$ cat src/rtl/ohp_pkg.sv
package ohp_pkg;

  localparam int unsigned NSLOT = 16;
  localparam int unsigned BW    = 8;

  typedef enum logic [1:0] {
    MODE_FULL = 2'd0,
    MODE_SDCC = 2'd1,
    MODE_LDCC = 2'd2
  } mode_e;

  // number of data bytes per frame (parity byte excluded)
  function automatic logic [4:0] data_len(input logic [1:0] m);
    case (m)
      MODE_SDCC: data_len = 5'd3;
      MODE_LDCC: data_len = 5'd9;
      default:   data_len = 5'd16;
    endcase
  endfunction

  // first slot written by serial byte 0
  function automatic logic [4:0] slot_base(input logic [1:0] m);
    case (m)
      MODE_SDCC: slot_base = 5'd2;
      MODE_LDCC: slot_base = 5'd5;
      default:   slot_base = 5'd0;
    endcase
  endfunction

  // slots that the serial stream fills in a mode
  function automatic logic [NSLOT-1:0] carried_mask(input logic [1:0] m);
    int b;
    int l;
    b = int'(slot_base(m));
    l = int'(data_len(m));
    for (int i = 0; i < int'(NSLOT); i++) begin
      carried_mask[i] = (i >= b) && (i < b + l);
    end
  endfunction

endpackage

$ cat src/rtl/ohp_edge_sync.sv
module ohp_edge_sync #(
  parameter int unsigned STAGES = 2
) (
  input  logic clk,
  input  logic rst_n,
  input  logic ser_clk,
  input  logic ser_sync,
  input  logic ser_data,
  output logic rise,
  output logic smp_sync,
  output logic smp_data
);

  logic [STAGES-1:0] clk_q;
  logic [STAGES-1:0] syn_q;
  logic [STAGES-1:0] dat_q;
  logic              clk_prev;

  always_ff @(posedge clk or negedge rst_n) begin
    if (!rst_n) begin
      clk_q    <= '0;
      syn_q    <= '0;
      dat_q    <= '0;
      clk_prev <= 1'b0;
    end else begin
      clk_q    <= {clk_q[STAGES-2:0], ser_clk};
      syn_q    <= {syn_q[STAGES-2:0], ser_sync};
      dat_q    <= {dat_q[STAGES-2:0], ser_data};
      clk_prev <= clk_q[STAGES-1];
    end
  end

  assign rise     = clk_q[STAGES-1] & ~clk_prev;
  assign smp_sync = syn_q[STAGES-1];
  assign smp_data = dat_q[STAGES-1];

  // a detected edge needs the synchronized clock to have been low first
  p_rise_spaced_r1: assert property (@(posedge clk) disable iff (!rst_n)
    rise |=> !rise);

endmodule

$ cat src/rtl/ohp_deser.sv
module ohp_deser #(
  parameter int unsigned BW = 8,
  parameter int unsigned CW = 5
) (
  input  logic          clk,
  input  logic          rst_n,
  input  logic          rise,
  input  logic          s_sync,
  input  logic          s_data,
  input  logic [CW-1:0] frame_len,
  output logic          byte_stb,
  output logic [BW-1:0] byte_val,
  output logic [CW-1:0] byte_idx,
  output logic          frame_start,
  output logic          sync_err_p
);

  localparam int unsigned BCW = $clog2(BW);

  logic           locked;
  logic [BCW-1:0] bit_cnt;
  logic [CW-1:0]  byte_cnt;
  logic [BW-1:0]  sh;
  logic [BW-1:0]  nxt;
  logic           at_start;

  assign nxt      = {sh[BW-2:0], s_data};
  assign at_start = (bit_cnt == '0) && (byte_cnt == '0);

  always_ff @(posedge clk or negedge rst_n) begin
    if (!rst_n) begin
      locked      <= 1'b0;
      bit_cnt     <= '0;
      byte_cnt    <= '0;
      sh          <= '0;
      byte_stb    <= 1'b0;
      byte_val    <= '0;
      byte_idx    <= '0;
      frame_start <= 1'b0;
      sync_err_p  <= 1'b0;
    end else begin
      byte_stb    <= 1'b0;
      frame_start <= 1'b0;
      sync_err_p  <= 1'b0;
      if (rise) begin
        if (s_sync) begin
          if (locked && !at_start) sync_err_p <= 1'b1;
          locked      <= 1'b1;
          frame_start <= 1'b1;
          bit_cnt     <= BCW'(1);
          byte_cnt    <= '0;
          sh          <= {{(BW-1){1'b0}}, s_data};
        end else if (locked) begin
          if (at_start) begin
            sync_err_p <= 1'b1;
            locked     <= 1'b0;
          end else begin
            sh <= nxt;
            if (bit_cnt == BCW'(BW-1)) begin
              byte_stb <= 1'b1;
              byte_val <= nxt;
              byte_idx <= byte_cnt;
              bit_cnt  <= '0;
              byte_cnt <= (byte_cnt == frame_len - CW'(1)) ? '0 : byte_cnt + CW'(1);
            end else begin
              bit_cnt <= bit_cnt + BCW'(1);
            end
          end
        end
      end
    end
  end

  p_stb_vs_start_r8: assert property (@(posedge clk) disable iff (!rst_n)
    !(byte_stb && frame_start));

  p_idx_range_r2: assert property (@(posedge clk) disable iff (!rst_n)
    byte_stb |-> (byte_idx < frame_len));

endmodule

$ cat src/rtl/ohp_frame_asm.sv
module ohp_frame_asm
  import ohp_pkg::*;
#(
  parameter int unsigned NS = 16,
  parameter int unsigned BW = 8,
  parameter int unsigned CW = 5
) (
  input  logic                  clk,
  input  logic                  rst_n,
  input  logic [1:0]            mode,
  input  logic                  par_odd,
  input  logic                  stuff_ones,
  input  logic [NS-1:0]         slot_en,
  input  logic                  byte_stb,
  input  logic [BW-1:0]         byte_val,
  input  logic [CW-1:0]         byte_idx,
  input  logic                  frame_start,
  input  logic                  out_ready,
  output logic                  out_valid,
  output logic [NS-1:0][BW-1:0] out_bytes,
  output logic [NS-1:0]         out_en,
  output logic                  par_err_p
);

  localparam int unsigned SW = $clog2(NS);

  logic [NS-1:0][BW-1:0] cap;
  logic [BW-1:0]         acc;
  logic [CW-1:0]         dlen;
  logic [SW-1:0]         wr_slot;
  logic [NS-1:0]         carried;
  logic                  is_data;
  logic                  publish;
  logic                  par_ok;
  logic [BW-1:0]         stuff;

  assign dlen    = CW'(data_len(mode));
  assign wr_slot = SW'(slot_base(mode)) + SW'(byte_idx);
  assign carried = carried_mask(mode);
  assign is_data = byte_idx < dlen;
  assign publish = byte_stb && !is_data;
  assign par_ok  = ((acc ^ byte_val) == (par_odd ? {BW{1'b1}} : {BW{1'b0}}));
  assign stuff   = stuff_ones ? {BW{1'b1}} : {BW{1'b0}};

  always_ff @(posedge clk or negedge rst_n) begin
    if (!rst_n) begin
      cap <= '0;
      acc <= '0;
    end else if (frame_start) begin
      acc <= '0;
    end else if (byte_stb) begin
      if (is_data) begin
        cap[wr_slot] <= byte_val;
        acc          <= acc ^ byte_val;
      end else begin
        acc <= '0;
      end
    end
  end

  always_ff @(posedge clk or negedge rst_n) begin
    if (!rst_n) begin
      out_valid <= 1'b0;
      out_bytes <= '0;
      out_en    <= '0;
      par_err_p <= 1'b0;
    end else begin
      par_err_p <= publish && !par_ok;
      if (publish) begin
        out_valid <= 1'b1;
        for (int i = 0; i < int'(NS); i++) begin
          out_en[i]    <= slot_en[i] & carried[i];
          out_bytes[i] <= (slot_en[i] & carried[i]) ? cap[i] : stuff;
        end
      end else if (out_ready) begin
        out_valid <= 1'b0;
      end
    end
  end

  p_hold_stable_r11: assert property (@(posedge clk) disable iff (!rst_n)
    (out_valid && !out_ready && !publish) |=> (out_valid && $stable(out_bytes) && $stable(out_en)));

  p_en_window_r7: assert property (@(posedge clk) disable iff (!rst_n)
    out_valid |-> ((out_en & ~carried) == '0));

endmodule

$ cat src/rtl/ohp_serial_port.sv
module ohp_serial_port
  import ohp_pkg::*;
#(
  parameter int unsigned NS          = ohp_pkg::NSLOT,
  parameter int unsigned BW          = ohp_pkg::BW,
  parameter int unsigned SYNC_STAGES = 2
) (
  input  logic             clk,
  input  logic             rst_n,
  input  logic             ser_clk,
  input  logic             ser_sync,
  input  logic             ser_data,
  input  logic [1:0]       cfg_mode,
  input  logic             cfg_par_odd,
  input  logic             cfg_stuff_ones,
  input  logic [NS-1:0]    cfg_slot_en,
  input  logic             par_err_clr,
  input  logic             sync_err_clr,
  output logic             ovh_valid,
  input  logic             ovh_ready,
  output logic [NS*BW-1:0] ovh_bytes,
  output logic [NS-1:0]    ovh_en,
  output logic             par_err,
  output logic             sync_err
);

  localparam int unsigned CW = $clog2(NS + 2);

  logic                  rise;
  logic                  smp_sync;
  logic                  smp_data;
  logic [CW-1:0]         frame_len;
  logic                  byte_stb;
  logic [BW-1:0]         byte_val;
  logic [CW-1:0]         byte_idx;
  logic                  frame_start;
  logic                  sync_err_p;
  logic                  par_err_p;
  logic [NS-1:0][BW-1:0] tbl;

  assign frame_len = CW'(data_len(cfg_mode)) + CW'(1);

  ohp_edge_sync #(.STAGES(SYNC_STAGES)) u_sync (
    .clk(clk), .rst_n(rst_n),
    .ser_clk(ser_clk), .ser_sync(ser_sync), .ser_data(ser_data),
    .rise(rise), .smp_sync(smp_sync), .smp_data(smp_data)
  );

  ohp_deser #(.BW(BW), .CW(CW)) u_deser (
    .clk(clk), .rst_n(rst_n),
    .rise(rise), .s_sync(smp_sync), .s_data(smp_data),
    .frame_len(frame_len),
    .byte_stb(byte_stb), .byte_val(byte_val), .byte_idx(byte_idx),
    .frame_start(frame_start), .sync_err_p(sync_err_p)
  );

  ohp_frame_asm #(.NS(NS), .BW(BW), .CW(CW)) u_asm (
    .clk(clk), .rst_n(rst_n),
    .mode(cfg_mode), .par_odd(cfg_par_odd), .stuff_ones(cfg_stuff_ones),
    .slot_en(cfg_slot_en),
    .byte_stb(byte_stb), .byte_val(byte_val), .byte_idx(byte_idx),
    .frame_start(frame_start), .out_ready(ovh_ready),
    .out_valid(ovh_valid), .out_bytes(tbl), .out_en(ovh_en),
    .par_err_p(par_err_p)
  );

  assign ovh_bytes = tbl;

  always_ff @(posedge clk or negedge rst_n) begin
    if (!rst_n) begin
      par_err  <= 1'b0;
      sync_err <= 1'b0;
    end else begin
      par_err  <= (par_err & ~par_err_clr) | par_err_p;
      sync_err <= (sync_err & ~sync_err_clr) | sync_err_p;
    end
  end

  p_par_sticky_r6: assert property (@(posedge clk) disable iff (!rst_n)
    (par_err && !par_err_clr) |=> par_err);

  p_sync_sticky_r10: assert property (@(posedge clk) disable iff (!rst_n)
    (sync_err && !sync_err_clr) |=> sync_err);

endmodule

$ cat config.mk
export PLATFORM = sky130hd
export DESIGN_NAME = ohp_serial_port
export DESIGN_NICKNAME = d
export VERILOG_FILES = /design/src/rtl/ohp_pkg.sv /design/src/rtl/ohp_edge_sync.sv /design/src/rtl/ohp_deser.sv /design/src/rtl/ohp_frame_asm.sv /design/src/rtl/ohp_serial_port.sv
export SDC_FILE = /design/constraint.sdc
export NUM_CORES = 1
export LEC_CHECK = 0
export BUFFER_PORTS_ARGS = -buffer_cell sky130_fd_sc_hd__buf_2
export CAP_MARGIN = 20
export CELL_PAD_IN_SITES_DETAIL_PLACEMENT = 0
export CELL_PAD_IN_SITES_GLOBAL_PLACEMENT = 1
export CORE_MARGIN = 2
export CORE_UTILIZATION = 50
export DETAILED_ROUTE_END_ITERATION = 16
export PLACE_DENSITY = 0.85
export SLEW_MARGIN = 0
export SYNTH_ARGS = -nofsm -noshare
export SYNTH_HDL_FRONTEND = slang
export SYNTH_SLANG_ARGS = --single-unit
$ cat constraint.sdc
create_clock -name clk -period 3.9 [get_ports clk]
set_input_delay 0.39 -clock clk [delete_from_list [all_inputs] [get_ports clk]]
set_output_delay 0.39 -clock clk [all_outputs]
set_load 0.005 [all_outputs]
==> flow_summary.html <==
<table>
<tr><th>Metric</th><th>Value</th></tr>
<tr><th colspan="2">Finish</th></tr>
<tr><td>Area used by multi-input combinational logic</td><td>approximately 5000 um2</td></tr>
<tr><td>Layout Area Growth over Synthesis</td><td>17.6%</td></tr>
<tr><td>Antenna diode count</td><td>0</td></tr>
<tr><td>Fillers</td><td>roughly 2200</td></tr>
<tr><td>Storage element area</td><td>8080 um2</td></tr>
<tr><td>Share of post-route cells with drive strength above 1</td><td>approximately a third</td></tr>
<tr><td>Commonest cells after routing, fill and taps aside</td><td>323 x sky130_fd_sc_hd__dfrtp_1, 173 x sky130_fd_sc_hd__buf_2, 151 x sky130_fd_sc_hd__mux2_2</td></tr>
<tr><td>Utilization after layout</td><td>around three fifths</td></tr>
<tr><td>Most common library cell in the layout ignoring fill and taps</td><td>sky130_fd_sc_hd__dfrtp_1</td></tr>
<tr><td>Count of nets after finishing</td><td>about 1300</td></tr>
<tr><th colspan="2">Outcome</th></tr>
<tr><td>Failing checks</td><td>hold timing</td></tr>
<tr><td>Outcome</td><td>finished, violations left</td></tr>
<tr><th colspan="2">GRT</th></tr>
<tr><td>Overflow after GRT</td><td>0</td></tr>
<tr><td>Initial antenna violation count</td><td>0</td></tr>
<tr><td>Met2 track demand over resource</td><td>approximately 34%</td></tr>
<tr><td>Global-route wire length before repair</td><td>just under 50000 um</td></tr>
<tr><td>Overall Global Routing Usage</td><td>approximately 22%</td></tr>
<tr><td>Maximum number of pins on one net before global-route repair</td><td>between 100 and 150</td></tr>
<tr><td>Most Crowded Layer GR</td><td>met2</td></tr>
<tr><td>Global Route met1 Usage</td><td>a little under a third</td></tr>
<tr><td>Met3 Usage GRT</td><td>approximately 3.8%</td></tr>
<tr><td>Via count of the first global-routing pass</td><td>roughly 9000</td></tr>
<tr><th colspan="2">Routing</th></tr>
<tr><td>Starting DRT DRC Count</td><td>510</td></tr>
<tr><td>Residual DRC count</td><td>0</td></tr>
<tr><td>TritonRoute pass-1 iters</td><td>5</td></tr>
<tr><td>Mean number of vias per cell</td><td>5.46</td></tr>
<tr><td>Total Wirelength</td><td>30700 um</td></tr>
<tr><td>Detailed-route via count</td><td>between 9000 and 10000</td></tr>
<tr><td>Antenna viol nets, final</td><td>0</td></tr>
<tr><td>WL/cell</td><td>18.4 um</td></tr>
<tr><th colspan="2">Placed design</th></tr>
<tr><td>RePlAce Congestion</td><td>between 0.7 and 0.8</td></tr>
<tr><td>Buffers added on ports</td><td>approximately 170</td></tr>
<tr><td>Dpl hpwl</td><td>roughly 20000 um</td></tr>
<tr><th colspan="2">Setup path</th></tr>
<tr><td>Maximum single-stage delay on the critical path</td><td>approximately 0.59 ns</td></tr>
<tr><td>Critical Path RT</td><td>about 4.3 ns</td></tr>
<tr><td>Kind of critical path</td><td>reg -&gt; reg</td></tr>
<tr><td>Highest-delay cell along the critical path</td><td>sky130_fd_sc_hd__dfrtp_1</td></tr>
<tr><td>Kind of end point of the critical path</td><td>register</td></tr>
<tr><td>Arrival time worst endpoint</td><td>3.10 ns</td></tr>
<tr><td>Delay-heaviest family, CP</td><td>simple AND/OR/NAND/NOR gates</td></tr>
<tr><td>Number of buffers and inverters on the critical path</td><td>0</td></tr>
<tr><td>Cell Chain, Critical Path</td><td>ha_1, o21ai_0, a21o_1, and3_1, and4_1, mux2_2</td></tr>
<tr><td>Stages on the worst setup path</td><td>6</td></tr>
<tr><td>Startpoint Class</td><td>register</td></tr>
<tr><td>Maximum net fanout on the critical path</td><td>8</td></tr>
<tr><td>Cells on worst reg2reg path</td><td>6</td></tr>
<tr><th colspan="2">Floorplan</th></tr>
<tr><td>Standard-cell row count</td><td>60</td></tr>
<tr><td>Area enclosed by the die boundary</td><td>around 28000 um2</td></tr>
<tr><td>Initial standard-cell utilization of the core</td><td>approximately half</td></tr>
<tr><td>Horiz. Die Dim</td><td>roughly 170 um</td></tr>
<tr><td>Core Region</td><td>26700 um2</td></tr>
<tr><td>Die height</td><td>roughly 170 um</td></tr>
<tr><td>I/O pin count</td><td>between 150 and 200</td></tr>
<tr><th colspan="2">Flow run</th></tr>
<tr><td>Max Cap Viol</td><td>0</td></tr>
<tr><th colspan="2">Pwr</th></tr>
<tr><td>Power density over the cells</td><td>about 450 nW/um2</td></tr>
<tr><td>Leakage power</td><td>roughly 8.1 nW</td></tr>
<tr><td>Worst supply voltage drop on vdd</td><td>278 uV</td></tr>
<tr><th colspan="2">Yosys</th></tr>
<tr><td>EDFF count, synth</td><td>0</td></tr>
<tr><td>Cell area after technology mapping</td><td>about 14000 um2</td></tr>
<tr><td>Number of warnings reported in the yosys synthesis log</td><td>0</td></tr>
<tr><td>Gate count of the mapped netlist</td><td>between 1000 and 1500</td></tr>
<tr><td>Flip-flop and latch count after synthesis</td><td>roughly 320</td></tr>
<tr><td>Most frequently used flop master after synthesis</td><td>sky130_fd_sc_hd__dfrtp_1</td></tr>
<tr><td>Part of the Yosys area used for sequential elements</td><td>about three fifths</td></tr>
<tr><td>Syn avg cell area</td><td>between 10 and 15 um2</td></tr>
<tr><td>Async set-reset flop share out of synthesis</td><td>100%</td></tr>
<tr><td>Net count after synthesis</td><td>between 1000 and 1500</td></tr>
<tr><td>Unique masters post-synth</td><td>slightly above 50</td></tr>
<tr><th colspan="2">Timing</th></tr>
<tr><td>Tightest hold margin</td><td>-0.0605 ns</td></tr>
<tr><td>Measured slew at the worst slew-check pin</td><td>~1.0 ns</td></tr>
<tr><td>Final number of max-transition violations</td><td>0</td></tr>
<tr><td>Fraction of the cycle the final worst path needs</td><td>between 60% and 70%</td></tr>
<tr><td>Number of hold violations in the final report</td><td>29</td></tr>
<tr><td>Minimum period implied by the final worst setup slack</td><td>around 2.7 ns</td></tr>
<tr><td>Number of setup violations in the final report</td><td>0</td></tr>
<tr><td>Worst clock skew</td><td>~0.011 ns</td></tr>
<tr><td>Unrepaired setup endpoints after global routing</td><td>false</td></tr>
<tr><td>Setup TNS</td><td>0 ns</td></tr>
<tr><td>Slew margin rel.</td><td>between 30 and 40%</td></tr>
<tr><td>FMAX</td><td>about 370 MHz</td></tr>
<tr><th colspan="2">Worst hold path</th></tr>
<tr><td>Path type of the worst min-delay path</td><td>in -&gt; async</td></tr>
<tr><th colspan="2">CTS</th></tr>
<tr><td>Later-pin clock latency in the skew report</td><td>between 0.5 and 0.6 ns</td></tr>
<tr><td>Post-cts sizing count</td><td>0</td></tr>
<tr><td>CTS tree</td><td>yes</td></tr>
<tr><td>Total number of H-tree levels</td><td>2</td></tr>
<tr><td>Deepest clock path buffer count</td><td>3</td></tr>
<tr><td>Clock sink total</td><td>around 320</td></tr>
<tr><td>Clock Pin Slew Worst Setup and Hold Paths</td><td>approximately 0.060 ns</td></tr>
<tr><td>CTS buffer count</td><td>35</td></tr>
<tr><td>Root Buffer</td><td>sky130_fd_sc_hd__clkbuf_16</td></tr>
</table>
==> state kept, by name, summed over array words and instances (netlist names), 2 cells and up <==
signal,count
u_deser.sh,7
u_sync.dat_q,2
u_asm.out_en,16
u_asm.acc,8
u_deser.bit_cnt,3
u_deser.byte_cnt,5
u_deser.byte_idx,5
u_sync.clk_q,2
u_deser.byte_val,8
u_sync.syn_q,2
u_asm.cap,128
u_asm.out_bytes,128
==> cells in the mapped netlist, types with 4 or more instances <==
cell / n / area, um2
sky130_fd_sc_hd__a22o_1: 14 / 123
sky130_fd_sc_hd__a31oi_1: 32 / 200
sky130_fd_sc_hd__nand2_1: 147 / 552
sky130_fd_sc_hd__nor2_4: 4 / 45.0
sky130_fd_sc_hd__nor3_1: 5 / 25.0
sky130_fd_sc_hd__and2_1: 6 / 37.5
sky130_fd_sc_hd__buf_1: 29 / 109
sky130_fd_sc_hd__o21ai_0: 140 / 701
sky130_fd_sc_hd__o22ai_1: 7 / 43.8
sky130_fd_sc_hd__nor2_2: 4 / 25.0
sky130_fd_sc_hd__clkbuf_1: 42 / 158
sky130_fd_sc_hd__a21oi_1: 99 / 495
sky130_fd_sc_hd__buf_2: 18 / 90.1
sky130_fd_sc_hd__nand3_1: 6 / 30.0
sky130_fd_sc_hd__nand3_2: 4 / 40.0
sky130_fd_sc_hd__xnor2_1: 8 / 70.1
sky130_fd_sc_hd__nor2_1: 10 / 37.5
sky130_fd_sc_hd__nor2b_1: 31 / 194
sky130_fd_sc_hd__nand4_1: 4 / 25.0
sky130_fd_sc_hd__ha_1: 12 / 150
sky130_fd_sc_hd__nand3b_1: 4 / 30.0
sky130_fd_sc_hd__dfrtp_1: 323 / 8080
sky130_fd_sc_hd__mux2_2: 151 / 1700
sky130_fd_sc_hd__xor2_1: 7 / 61.3
sky130_fd_sc_hd__inv_1: 14 / 52.6
==> per-layer routing <==
metal  vias up  part of all wire (%)
met5         -                     0
met4         0                   2.0
met3        50                   3.9
met2       170                    47
met1      4564                    47
li1       4313                     -
==> cell type report <==
| cell class | instances | share of cell area, % |
|---|---|---|
| clock inverter | 9 | 0.778 |
| timing repair buffer | 198 | 7.11 |
| sequential | 323 | 50.8 |
| clock buffer | 51 | 6.72 |
| tap | 341 | 2.68 |
| multi-input combinational | 730 | 31.6 |
| inverter | 14 | 0.330 |
==> report_power, final <==
part	internal, mW	switching, mW	total [mW]
Sequential	3.38	0.0276	3.41
Combinational	0.103	0.229	0.332
Clock	2.09	1.31	3.40
==> through the flow <==
step | power (mW) | cell area [um2] | hold WS (ns) | cells | setup slack [ns]
final | 7.14 | 15900 | -0.0605 | 1666 | 1.19
after CTS | 7.20 | 15900 | 0.00803 | 1666 | 1.16
after global placement | 3.79 | 14700 | 0.334 | 1603 | 0.762
after global routing | 7.39 | 15900 | 0.00725 | 1666 | 0.997
after floorplan | 3.64 | 13500 | 0.0944 | 1159 | 0.793
after detailed placement | 3.80 | 14700 | 0.336 | 1603 | 0.660
==> what timing repair did <==
action	CTS	global route
hold buffers	3	0
hold endpoints to repair	3	0
setup buffers	0	0
==> logic make-up after synthesis <==
| group | share of synthesized area (%) |
|---|---|
| flops | 59.7 |
| compound gates | 12.5 |
| simple gates | 8.95 |
| mux | 12.8 |
| buf+inv | 3.19 |
| xor+xnor | 1.55 |
| fa+ha+maj | 1.26 |
==> final timing paths <==
kind / start / to / slack [ns]
max in group asynchronous: rst_n / u_asm.cap[49] / 3.00
min: rst_n / u_asm.out_bytes[80] / -0.06
max: u_deser.byte_idx[3] / u_asm.cap[88] / 1.19
min in group clk: ovh_ready / u_asm.out_valid / 0.08
min reg2reg: u_sync.syn_q[0] / u_sync.syn_q[1] / 0.35
max reg2reg: u_deser.byte_idx[3] / u_asm.cap[88] / 1.19
Note: power is estimated with default switching activity, not from simulation.
